`config.mk`:
```
export PLATFORM = sky130hd
export DESIGN_NAME = nrp_ready_poller
export DESIGN_NICKNAME = d
export VERILOG_FILES = /design/src/rtl/nrp_pkg.sv /design/src/rtl/nrp_us_tick.sv /design/src/rtl/nrp_countdown.sv /design/src/rtl/nrp_status_decode.sv /design/src/rtl/nrp_ready_poller.sv
export SDC_FILE = /design/constraint.sdc
export NUM_CORES = 1
export LEC_CHECK = 0
export ABC_CLOCK_PERIOD_IN_PS = 2100
export CELL_PAD_IN_SITES_DETAIL_PLACEMENT = 2
export CELL_PAD_IN_SITES_GLOBAL_PLACEMENT = 2
export CORE_ASPECT_RATIO = 1.75
export CORE_UTILIZATION = 30
export CTS_BUF_LIST = sky130_fd_sc_hd__clkbuf_4
export CTS_CLUSTER_DIAMETER = 200
export CTS_CLUSTER_SIZE = 28
export DETAILED_ROUTE_END_ITERATION = 10
export GPL_TIMING_DRIVEN = 0
export PLACE_DENSITY_LB_ADDON = 0.1
export SYNTH_ARGS = -nofsm -noshare
export SYNTH_HDL_FRONTEND = slang
export SYNTH_SLANG_ARGS = --single-unit
export TNS_END_PERCENT = 5
```
`constraint.sdc`:
```
create_clock -name clk -period 2.1 [get_ports clk]
set_input_delay 0.42 -clock clk [delete_from_list [all_inputs] [get_ports clk]]
set_output_delay 0.42 -clock clk [all_outputs]
set_load 0.02 [all_outputs]
```
`src/rtl/nrp_pkg.sv`:
```
package nrp_pkg;
  typedef enum logic [1:0] {
    OPC_RESET = 2'd0,
    OPC_READ  = 2'd1,
    OPC_PROG  = 2'd2,
    OPC_ERASE = 2'd3
  } op_class_e;

  typedef enum logic [1:0] {
    ECC_CLEAN = 2'd0,
    ECC_FIXED = 2'd1,
    ECC_LOST  = 2'd2
  } ecc_e;

  typedef enum logic [1:0] {
    ST_IDLE,
    ST_WAIT,
    ST_ISSUE,
    ST_RESP
  } state_e;

  localparam int BUSY_BIT  = 0;
  localparam int ERS_BIT   = 2;
  localparam int PGM_BIT   = 3;
  localparam int ECC_LO    = 4;

  function automatic int imax(input int a, input int b);
    return (a > b) ? a : b;
  endfunction
endpackage

```
`src/rtl/nrp_us_tick.sv`:
```
module nrp_us_tick #(
  parameter int CLKS_PER_US = 125
) (
  input  logic clk,
  input  logic rst_n,
  input  logic restart,
  output logic tick
);
  localparam int PRE_W = (CLKS_PER_US > 1) ? $clog2(CLKS_PER_US) : 1;
  localparam logic [PRE_W-1:0] LAST = PRE_W'(CLKS_PER_US - 1);

  logic [PRE_W-1:0] pre_q;

  always_ff @(posedge clk or negedge rst_n) begin
    if (!rst_n)              pre_q <= '0;
    else if (restart)        pre_q <= '0;
    else if (pre_q == LAST)  pre_q <= '0;
    else                     pre_q <= pre_q + 1'b1;
  end

  assign tick = (pre_q == LAST);
endmodule

```
`src/rtl/nrp_countdown.sv`:
```
module nrp_countdown #(
  parameter int W = 8
) (
  input  logic         clk,
  input  logic         rst_n,
  input  logic         load,
  input  logic [W-1:0] load_val,
  input  logic         tick,
  output logic         expire
);
  logic [W-1:0] cnt_q;

  always_ff @(posedge clk or negedge rst_n) begin
    if (!rst_n)                     cnt_q <= '0;
    else if (load)                  cnt_q <= load_val;
    else if (tick && cnt_q != '0)   cnt_q <= cnt_q - 1'b1;
  end

  assign expire = tick && (cnt_q == W'(1));
endmodule

```
`src/rtl/nrp_status_decode.sv`:
```
module nrp_status_decode
  import nrp_pkg::*;
(
  input  logic [7:0] stat,
  output logic       erase_fail,
  output logic       prog_fail,
  output ecc_e       ecc
);
  logic [1:0] raw;

  assign raw        = stat[ECC_LO+1:ECC_LO];
  assign erase_fail = stat[ERS_BIT];
  assign prog_fail  = stat[PGM_BIT];

  always_comb begin
    case (raw)
      2'd0:    ecc = ECC_CLEAN;
      2'd1:    ecc = ECC_FIXED;
      default: ecc = ECC_LOST;   // 2 and reserved 3
    endcase
  end
endmodule

```
`src/rtl/nrp_ready_poller.sv`:
```
module nrp_ready_poller
  import nrp_pkg::*;
#(
  parameter int         CLKS_PER_US = 125,
  parameter int         RST_INIT_US = 5,
  parameter int         RST_POLL_US = 5,
  parameter int         RD_INIT_US  = 6,
  parameter int         RD_POLL_US  = 5,
  parameter int         PGM_INIT_US = 75,
  parameter int         PGM_POLL_US = 15,
  parameter int         ERS_INIT_US = 250,
  parameter int         ERS_POLL_US = 50,
  parameter int         TIMEOUT_US  = 400000,
  parameter logic [7:0] STATUS_ADDR = 8'hC0
) (
  input  logic       clk,
  input  logic       rst_n,
  input  logic       start,
  input  logic [1:0] op_class,
  output logic       busy,
  output logic       req_valid,
  input  logic       req_ready,
  output logic [7:0] req_addr,
  input  logic       rsp_valid,
  output logic       rsp_ready,
  input  logic [7:0] rsp_data,
  output logic       done,
  output logic [7:0] status,
  output logic       timed_out,
  output logic       erase_fail,
  output logic       prog_fail,
  output logic [1:0] ecc_code
);
  localparam int MAX_INIT = imax(imax(RST_INIT_US, RD_INIT_US), imax(PGM_INIT_US, ERS_INIT_US));
  localparam int MAX_POLL = imax(imax(RST_POLL_US, RD_POLL_US), imax(PGM_POLL_US, ERS_POLL_US));
  localparam int DLY_W    = $clog2(imax(MAX_INIT, MAX_POLL) + 1);
  localparam int EL_W     = $clog2(TIMEOUT_US + 1);
  localparam int N_TICK   = 2;   // 0: delay pacing, 1: elapsed time
  localparam int TK_DLY   = 0;
  localparam int TK_EL    = 1;

  state_e           st_q;
  logic [1:0]       cls_q;
  logic [7:0]       status_q;
  logic             timeout_q;
  logic             done_q;
  logic [EL_W-1:0]  elapsed_q;

  logic [N_TICK-1:0] tk_restart;
  logic [N_TICK-1:0] tk;
  logic              take_start;
  logic              take_rsp;
  logic              rsp_busy;
  logic              late;
  logic              finish;
  logic              dly_load;
  logic              dly_expire;
  logic [DLY_W-1:0]  init_sel;
  logic [DLY_W-1:0]  poll_sel;
  logic [DLY_W-1:0]  dly_val;
  ecc_e              ecc_w;

  assign take_start = (st_q == ST_IDLE) && start;
  assign take_rsp   = (st_q == ST_RESP) && rsp_valid;
  assign rsp_busy   = rsp_data[BUSY_BIT];
  assign late       = (elapsed_q >= EL_W'(TIMEOUT_US));
  assign finish     = take_rsp && (!rsp_busy || late);
  assign dly_load   = take_start || (take_rsp && rsp_busy && !late);
  assign dly_val    = take_start ? init_sel : poll_sel;

  // initial delay follows the incoming class; poll interval the latched one
  always_comb begin
    case (op_class_e'(op_class))
      OPC_RESET: init_sel = DLY_W'(RST_INIT_US);
      OPC_READ:  init_sel = DLY_W'(RD_INIT_US);
      OPC_PROG:  init_sel = DLY_W'(PGM_INIT_US);
      default:   init_sel = DLY_W'(ERS_INIT_US);
    endcase
    case (op_class_e'(cls_q))
      OPC_RESET: poll_sel = DLY_W'(RST_POLL_US);
      OPC_READ:  poll_sel = DLY_W'(RD_POLL_US);
      OPC_PROG:  poll_sel = DLY_W'(PGM_POLL_US);
      default:   poll_sel = DLY_W'(ERS_POLL_US);
    endcase
  end

  assign tk_restart[TK_DLY] = dly_load;
  assign tk_restart[TK_EL]  = take_start;

  for (genvar g = 0; g < N_TICK; g++) begin : g_tick
    nrp_us_tick #(.CLKS_PER_US(CLKS_PER_US)) u_tick (
      .clk     (clk),
      .rst_n   (rst_n),
      .restart (tk_restart[g]),
      .tick    (tk[g])
    );
  end

  nrp_countdown #(.W(DLY_W)) u_dly (
    .clk      (clk),
    .rst_n    (rst_n),
    .load     (dly_load),
    .load_val (dly_val),
    .tick     (tk[TK_DLY]),
    .expire   (dly_expire)
  );

  // saturating microseconds since start
  always_ff @(posedge clk or negedge rst_n) begin
    if (!rst_n)                  elapsed_q <= '0;
    else if (take_start)         elapsed_q <= '0;
    else if (tk[TK_EL] && !late) elapsed_q <= elapsed_q + 1'b1;
  end

  always_ff @(posedge clk or negedge rst_n) begin
    if (!rst_n) begin
      st_q      <= ST_IDLE;
      cls_q     <= 2'd0;
      status_q  <= 8'h00;
      timeout_q <= 1'b0;
      done_q    <= 1'b0;
    end else begin
      done_q <= 1'b0;
      case (st_q)
        ST_IDLE: begin
          if (start) begin
            cls_q <= op_class;
            st_q  <= ST_WAIT;
          end
        end
        ST_WAIT: begin
          if (dly_expire) st_q <= ST_ISSUE;
        end
        ST_ISSUE: begin
          if (req_ready) st_q <= ST_RESP;
        end
        ST_RESP: begin
          if (finish) begin
            status_q  <= rsp_data;
            timeout_q <= rsp_busy;
            done_q    <= 1'b1;
            st_q      <= ST_IDLE;
          end else if (take_rsp) begin
            st_q <= ST_WAIT;
          end
        end
        default: st_q <= ST_IDLE;
      endcase
    end
  end

  nrp_status_decode u_dec (
    .stat       (status_q),
    .erase_fail (erase_fail),
    .prog_fail  (prog_fail),
    .ecc        (ecc_w)
  );

  assign busy      = (st_q != ST_IDLE);
  assign req_valid = (st_q == ST_ISSUE);
  assign req_addr  = STATUS_ADDR;
  assign rsp_ready = (st_q == ST_RESP);
  assign done      = done_q;
  assign status    = status_q;
  assign timed_out = timeout_q;
  assign ecc_code  = ecc_w;
endmodule

```
**After elaboration in Yosys (flattened, before gate mapping)**

Cells that the tools add are included.

- Add/subtract/negate cells: 4
- Reductions and logical operators: 24
- Muxes and demuxes: 20
- Equality and inequality tests: 15
- Magnitude comparators: 1

Operators by type and width:

| kind | number |
|---|---|
| $mux W19 | 2 |
| $mux W7 | 4 |
| $mux W8 | 3 |
| $pmux W8 S3 | 1 |
| $add A19 B1 Y19 const B | 1 |
| $ge A19 B19 Y1 const B | 1 |
| $add A7 B1 Y7 const B | 2 |
| $eq A7 B7 Y1 const B | 2 |
| $pmux W6 S2 | 1 |
| $mux W2 | 5 |
| $eq A2 B1 Y1 const B | 4 |
| $eq A2 B2 Y1 const B | 4 |
| $eq A8 B1 Y1 const B | 1 |
| $logic_and A1 B1 Y1 | 8 |
| $logic_not A2 Y1 | 4 |
| $pmux W2 S4 | 1 |
| $reduce_bool A8 Y1 | 1 |
| $sub A8 B1 Y8 const B | 1 |
| $reduce_bool A2 Y1 | 3 |
| $ne A2 B2 Y1 const B | 2 |
| $pmux W2 S2 | 1 |
| $reduce_and A2 Y1 | 2 |
| $reduce_and A4 Y1 | 1 |
| $ne A3 B1 Y1 const B | 1 |
| other kinds (5) | 8 |

- Flip-flop bits (word level): 55
- Input port bits: 15

**Depth between registers and ports, before layout**

Gate-level depths: netlist of run 1.

- Depth after elaboration: 6
- Mapped depth: 9
- Mapped depth without buffers: 7

**By module**

A second synthesis of run 1 with hierarchy kept.

- Cells, all modules: 329
- Area total of the unflattened synthesis: 3166.8 µm²

Modules (own cells, without submodules):

| module | instances | area each (µm²) | cells each |
|---|---|---|---|
| nrp_ready_poller | 1 | 1878.1 | 189 |
| nrp_us_tick | 2 | 336.6 | 35 |
| nrp_countdown | 1 | 590.6 | 66 |
| nrp_status_decode | 1 | 25.0 | 4 |

**Worst setup path after synthesis of run 1**

No wires, ideal clock.

- Path kind: flip-flop to flip-flop
- From: register u_dly.cnt_q[3]
- To: register st_q[1]
- Setup time: 125 ps
- Setup slack: 188 ps
- Arrival time: 1787 ps
- Data required time: 1975 ps
- Stages on the path, launching flop included: 6
- Path through: dfrtp_1 -> or3_1 -> nor4_2 -> nand3_1 -> a21oi_1 -> mux2_2

- Longest elaborated chain between the ends: 4

RTL lines:

| item | line | text |
|---|---|---|
| from (decl) | nrp_countdown.sv:11 | `logic [W-1:0] cnt_q;` |
| from (signal assigned) | nrp_countdown.sv:15 | `else if (load) cnt_q <= load_val;` |
| from (signal assigned) | nrp_countdown.sv:16 | `else if (tick && cnt_q != '0) cnt_q <= cnt_q - 1'b1;` |
| $eq A8 B1 Y1 | nrp_countdown.sv:19 | `assign expire = tick && (cnt_q == W'(1));` |
| $logic_and A1 B1 Y1 | nrp_countdown.sv:19 |  |
| $ne A2 B2 Y1 (no source line) | n/a |  |
| $reduce_and A4 Y1 (no source line) | n/a |  |
| to (signal assigned) | nrp_ready_poller.sv:117 | `st_q <= ST_IDLE;` |
| to (signal assigned) | nrp_ready_poller.sv:128 | `st_q <= ST_WAIT;` |
| to (signal assigned) | nrp_ready_poller.sv:132 | `if (dly_expire) st_q <= ST_ISSUE;` |
| to (decl) | nrp_ready_poller.sv:42 | `state_e st_q;` |

Every way passes these cells.
A chain may end at the register's enable or synchronous reset.

**Worst setup path in the final report of run 1**

- From: register elapsed_q[13]
- To: register elapsed_q[13]

- Longest elaborated chain between the ends: 4

RTL lines:

| item | line | text |
|---|---|---|
| from (decl) | nrp_ready_poller.sv:47 | `logic [EL_W-1:0] elapsed_q;` |
| from (signal assigned) | nrp_ready_poller.sv:112 | `else if (tk[TK_EL] && !late) elapsed_q <= elapsed_q + 1'b1;` |
| $ge A19 B19 Y1 | nrp_ready_poller.sv:66 | `assign late = (elapsed_q >= EL_W'(TIMEOUT_US));` |
| $logic_not A1 Y1 | nrp_ready_poller.sv:112 |  |
| $logic_and A1 B1 Y1 | nrp_ready_poller.sv:112 |  |
| $reduce_bool A2 Y1 (no source line) | n/a |  |

Parallel ways exist; a longest one is shown, timed or not. The select of a mux whose other input is x is not followed.

==> metrics.md, run 1 <==
| Metric | Value |
|---|---|
| Fmax | ~0.48 GHz |
| Synth Instances | around 320 |
| FILL cells | 1,070 |
| Final setup vio count | 1 |
| Post-synth EDFFs | 0 |
| Syn-to-layout area delta | 22.4% |
| Most frequent cells in the layout | dfrtp_1 (52), nor2_1 (34), clkdlybuf4s50_1 (27) |
| WS Path Type | flip-flop to flip-flop |
| Residual overflow from global routing | 0 |
| Post-DP HPWL | roughly 6600 um |
| Vias per inst | between 5 and 6 |
| Num ports | 40 |
| Largest net degree at the start of global routing | 33 |
| GP Congestion | 0.731 |
| CP startpoint | elapsed_q[13] |
| Finished Core Util | a little under two fifths |
| CTS tree | built |
| Setup WS post-layout | -4.78 ps |
| FF+latch count, synth | 54 |
| Nets | around 390 |
| Failing checks | negative setup slack |
| GRT Util Overall | 17.5% |
| Critical-path maximum fanout | 10 |
| H-tree levels | 2 |
| Vias in the first global route | ~2.8k |
| Xor/xnor cell area share of the yosys netlist | under 10% |
| Clk_skew | about 11 ps |
| Largest family of logic cells by synthesized area | simple AND/OR/NAND/NOR gates |
| Synthesized cell area | approximately 3000 um^2 |
| Core Box Area | between 9000 and 10,000 um^2 |
| Hold Fails Final Rpt | 0 |
| Reg2reg setup slack | -5 ps |
| Status | finished, violations left |
| Peak VDD IR | approximately 0.40 mV |
| Fin Setup TNS | -4.78 ps |
| Routed length per instance | between 15 and 20 um |
| Worst hold-check path type | flip-flop to flip-flop |
| Mux cell area share after synthesis | between 4 and 5% |
| PD cells | 1050 nW/um^2 |
| Yosys Warn Count | 0 |
| Simple-Gate Fraction of Synth Area | about a fifth |
| Vias | 2,508 |
| Worst-path clk slew | roughly 160 ps |
| Maximum Capacitance Violations | 0 |
| FP Rows | between 40 and 50 |
| Crit share post-route | 100% |
| Commonest non-fill, non-tap cell in the layout | dfrtp_1 |
| Clk buf depth | 2 |
| Relative slew slack | slightly below 60% |
| Post-synthesis adder-cell area fraction | 5.43% |
| Cell at the root of the clock tree | clkbuf_4 |
| First-pass GRT wire length | around 14,000 um |
| CP Capture Point | elapsed_q[13] |
| Fin. max-slew vios | 0 |
| Synth Area in Compound Gates | roughly 14% |
| Clk_lat worst skew | approximately 400 ps |
| Worst slew pin tran | a little over 600 ps |
| Port bufs | 31 |
| Die height | 134 um |
| Drt drc | 0 |
| Startpoint class of the critical path | flip-flop |
| Pre-CTS setup slack | -514 ps |
| Avg Cell Area, Syn | around 9.5 um^2 |
| RSZ-0062 raised after global routing | true |
| Area of the die | approximately 10,000 um^2 |
| Layout cells sized above 1 | 14.7% |
| R2R depth | 6 |
| LEAKAGE | about 0.0016 uW |
| CP Data Required Time | around 2400 ps |
| Horiz. Die Dim | between 70 and 80 um |
| CTS buffer count | 5 |
| Min Tclk post-route | 2100 ps |
| DRT Pass-1 Iters | 5 |
| Sequential element share of the synthesized area | 45.1% |
| FF-to-FF End | elapsed_q[13] |
| Antenna violations before repair | 1 |
| Ys async rst share | between 90% and 100% |
| Top_reg_cell synth | dfrtp_1 |
| Sink Count | between 50 and 60 |
| Worst EP arrival | between 2000 and 2500 ps |
| Reg2Reg Launch Point | elapsed_q[13] |
| Netlist cell types | 48 |
| Initial Utilization | a little under a third |
| DRT iter0 DRCs | between 50 and 60 |
| Routed WL | about 8500 um |
| CP endpoint kind | flip-flop |
| Routed Antenna Nets | 0 |
## state kept, by name (all words and copies together) (netlist names)
signal / flops
cls_q: 2
done: 1
elapsed_q: 19
g_tick.u_tick.pre_q: 14
st_q: 2
status: 8
u_dly.cnt_q: 8
## worst min-delay path by stage
stage,start,cells past startpoint,slack (ps),endpoint
2_1_floorplan,rst_n,0,120,cls_q[0]
3_3_place_gp,g_tick[0].u_tick.pre_q[0],1,480,g_tick[0].u_tick.pre_q[0]
3_5_place_dp,rst_n,1,460,u_dly.cnt_q[0]
4_1_cts,g_tick[0].u_tick.pre_q[0],1,510,g_tick[0].u_tick.pre_q[0]
5_1_grt,g_tick[0].u_tick.pre_q[0],1,530,g_tick[0].u_tick.pre_q[0]
6_report,g_tick[0].u_tick.pre_q[0],1,500,g_tick[0].u_tick.pre_q[0]
## synth_stat cells, drive strengths merged, types with 3 or more instances
cell type,count,area share (%)
dfrtp,54,45
nor2,34,4.3
nand2,26,3.3
a21oi,22,3.8
nand3,21,3.5
inv,15,1.9
o21ai,15,2.6
buf,13,3.3
ha,13,5.4
xnor2,12,3.5
mux2,8,3.0
or3,8,1.7
clkbuf,6,0.75
xor2,6,1.8
and2,5,1.0
nand4,5,1.0
o211ai,5,1.3
mux2i,4,1.3
or4,4,1.0
a2111oi,3,0.88
nor4,3,1.5
o21a,3,0.75
## power by group
| part | internal (uW) | switching [uW] | total, uW |
|---|---|---|---|
| logic | 849 | 935 | 1780 |
| registers | 1320 | 259 | 1580 |
| clock network | 140 | 352 | 492 |
## stage by stage
step / power, uW / area, um^2 / hold WS [ps] / cells
after floorplan: 2590 / 3020 / 124 / 321
final: 3850 / 3670 / 503 / 490
after detailed placement: 3320 / 3500 / 459 / 475
after global routing: 4160 / 3670 / 530 / 490
after global placement: 3220 / 3480 / 478 / 474
after CTS: 3860 / 3610 / 511 / 485
## critical path, stage by stage, from the launching register on
cell and delay [ps]:
dfrtp_2 480, nor4_4 350, o21ai_2 170, a211o_1 380, buf_6 160, or3_1 340
a21oi_1 150
## layer usage
layer  vias to the layer above  share of wire, %  global-route usage [%]
met5                         -                 0                       0
li1                       1187                 -                       -
met4                         0               1.4                    5.66
met1                      1296                36                    17.0
met3                         7               1.4                    2.45
met2                        18                61                    36.3
## cell families (layout without fill, tap and decap cells)
logic type                 Yosys count  after routing
xor gates and xnor gates            18             18
other                                2              9
AOI/OAI and AO/OA                   64             64
adders and majority gates           13             13
muxes                               12             12
DFF                                 54             54
and+or+nand+nor                    118            118
buffers and inverters               34             80
## what timing repair did
item	in CTS	in global routing
hold buffers	1	0
endpoints found under the setup margin	34	31
resized for setup	15	5
pin swaps	0	1
hold endpoints to repair	12	0
setup buffers	1	5
## cell type report
cell class | instances | area [um^2] | share of cell area (%)
antenna | 1 | 2.50 | 0.0682
buffer | 18 | 131 | 3.58
clock buffer | 6 | 45.0 | 1.23
clock inverter | 2 | 8.76 | 0.239
inverter | 15 | 56.3 | 1.53
multi-input combinational | 233 | 1540 | 41.9
sequential | 54 | 1350 | 36.9
tap | 122 | 153 | 4.16
timing repair buffer | 39 | 380 | 10.4
No activity file was read; power rests on OpenSTA's default activity.
==> run 2: changes to the inputs <==
CORE_UTILIZATION = 36   (was 30)
CTS_CLUSTER_SIZE = 20   (was 28)
==> run 2 against run 1 <==
Compared with the run above:
- the flow finishes with violations (design-rule violations)
- critical endpoint is now elapsed_q[9]
- total power fell by 2.4%
- sequential share of layout area is 0.82 points higher
- highest routed layer unchanged
- clock power shrank 3%
- flip-flop and latch count unchanged
- via count down 2.5%
- maximum frequency rose by 0.94%
- setup slack improved by 19 ps
==> metrics.md, run 2 (same netlist as run 1, synthesis figures left out) <==
| Metric | Value |
|---|---|
| DRT Pass-1 Iters | 7 |
| Crit share post-route | between 90% and 100% |
| Biggest regs | elapsed_q: 19 flops, g_tick.u_tick.pre_q: 14 flops |
| Largest net degree at the start of global routing | 33 |
| WS Path Type | flip-flop to flip-flop |
| Fin. max-slew vios | 0 |
| Critical path's slowest cell | dfrtp_1 |
| Hold Fails Final Rpt | 0 |
| H-tree levels | 2 |
| Worst hold-check path type | flip-flop to flip-flop |
| FP Rows | 43 |
| Nets | approximately 390 |
| Routed Antenna Nets | 0 |
| Maximum Capacitance Violations | 0 |
| Max reg flops | 19 |
| Biggest register | elapsed_q |
| Layout cells sized above 1 | between 10 and 15% |
| Worst EP arrival | ~2400 ps |
| Drt drc | 1 |
| RSZ-0062 raised after global routing | true |
| First-pass GRT wire length | around 13,000 um |
| Worst-path clk slew | 170 ps |
| Post-DP HPWL | 6500 um |
| CTS tree | built |
| Final setup vio count | 0 |
| Startpoint class of the critical path | flip-flop |
| Residual overflow from global routing | 0 |
| Vias per inst | around 5.4 |
| GP Congestion | ~0.73 |
| Antenna diodes | 0 |
| FF-to-FF End | elapsed_q[9] |
| Setup Buffers After CTS | 0 |
| Area of the die | approximately 8700 um^2 |
| Relative slew slack | 60.0% |
| Worst slew pin tran | 597 ps |
| CP endpoint kind | flip-flop |
| DRT iter0 DRCs | 77 |
| Routed WL | a little over 8000 um |
| Reg2Reg Launch Point | elapsed_q[7] |
| CP Data Required Time | ~2400 ps |
| Status | finished, violations left |
| Reg2reg setup slack | approximately 15 ps |
| PD cells | 1050 nW/um^2 |
| Fin Setup TNS | 0 ps |
| Port bufs | 31 |
| Clk buf depth | 2 |
| Vias | 2,446 |
| Clk_skew | 19.4 ps |
| Fmax | approximately 0.48 GHz |
| Clk_lat worst skew | 400 ps |
| LEAKAGE | about 0.0015 uW |
| Largest stage delay, worst path | about 500 ps |
| Min Tclk post-route | 2090 ps |
| Critical-path maximum fanout | 10 |
| Num ports | 40 |
| Routed length per instance | around 18 um |
| Core Box Area | roughly 8000 um^2 |
| FILL cells | 853 |
| Pre-CTS setup slack | -514 ps |
| Cell at the root of the clock tree | clkbuf_4 |
| Hold Crit Depth | 1 |
| Sink Count | 54 |
| Design Area, Final | around 3600 um^2 |
| Die height | ~120 um |
| Failing checks | design-rule violations |
| Vias in the first global route | roughly 2.7k |
| GRT Util Overall | roughly a fifth |
| Initial Utilization | about 37% |
| Peak VDD IR | around 0.42 mV |
| CTS buffer count | 5 |
| Syn-to-layout area delta | 19.8% |
| Antenna violations before repair | 0 |
| Most frequent cells in the layout | dfrtp_1 (51), nor2_1 (34), nand2_1 (26), clkdlybuf4s50_1 (26), a21oi_1 (21) |
| Hold EP | g_tick[0].u_tick.pre_q[0] |
| Commonest non-fill, non-tap cell in the layout | dfrtp_1 |
| R2R depth | 6 |
| Hold_sp | g_tick[0].u_tick.pre_q[0] |
| Setup WS post-layout | around 15 ps |
| Horiz. Die Dim | 71.0 um |
| Dpl cell area | about 3500 um^2 |
| Crit path cell chain | nor3_2 > o21ai_4 > a211o_1 > buf_6 > or3_1 > a21oi_1 |
run 2: layer usage:
layer | routed length [um] | share of wire, % | global-route usage (%) | vias to the layer above
met5 | 0 | 0 | 0 | -
met1 | 2830 | 35 | 18.4 | 1249
met2 | 5100 | 63 | 43.0 | 15
li1 | - | - | - | 1177
met3 | 93 | 1.1 | 2.63 | 5
met4 | 102 | 1.3 | 5.63 | 0
run 2: cell type report:
type                            instances  area, um^2  share of cell area [%]
Multi-Input combinational cell        233        1540                    43.0
Sequential cell                        54        1360                    37.7
Timing Repair Buffer                   33         334                    9.30
Buffer                                 19         136                    3.80
Tap cell                               90         113                    3.13
Inverter                               15        56.3                    1.57
Clock buffer                            5        37.5                    1.04
Clock inverter                          3        16.3                   0.453
run 2: critical path, delay by kind of cell (launching register included):
| kind | cells | cell delay [ps] |
|---|---|---|
| AO/OA/AOI/OAI | 3 | 620 |
| flip-flops | 1 | 490 |
| buffers and inverters | 1 | 160 |
| AND/OR/NAND/NOR | 2 | 750 |
run 2: worst max path at each step:
stage | start | end | slack [ps] | cells after the start
finish | elapsed_q[7] | elapsed_q[9] | 10 | 6
global route | elapsed_q[7] | elapsed_q[13] | -140 | 6
CTS | g_tick[1].u_tick.pre_q[0] | elapsed_q[9] | -20 | 8
global placement | rst_n | status[7] | -1180 | 1
detailed placement | start | elapsed_q[8] | -510 | 6
floorplan | u_dly.cnt_q[3] | st_q[1] | 190 | 5
run 2: per-stage QoR:
stage          total power, uW  hold WS [ps]  std cells  util, %
3_5_place_dp              3320           449        443     43.1
3_3_place_gp              3220           477        442     43.0
4_1_cts                   3830           532        452     44.5
2_1_floorplan             2590           124        321        -
5_1_grt                   4040           557        452     44.8
6_report                  3760           519        452     44.8
run 2: report_power, final:
group	leakage (uW)	switching (uW)	internal, uW
registers	0.000697	267	1320
logic	0.000807	916	783
clock network	0.0000286	352	125
total	0.00153	1530	2230
run 2: timing repair:
action                     4_1_cts  5_1_grt
hold buffers                     1        0
gates resized for setup         18        7
cloned                           0        0
pin swaps                        2        1
setup endpoints to repair       36       23
hold endpoints to repair         7        0
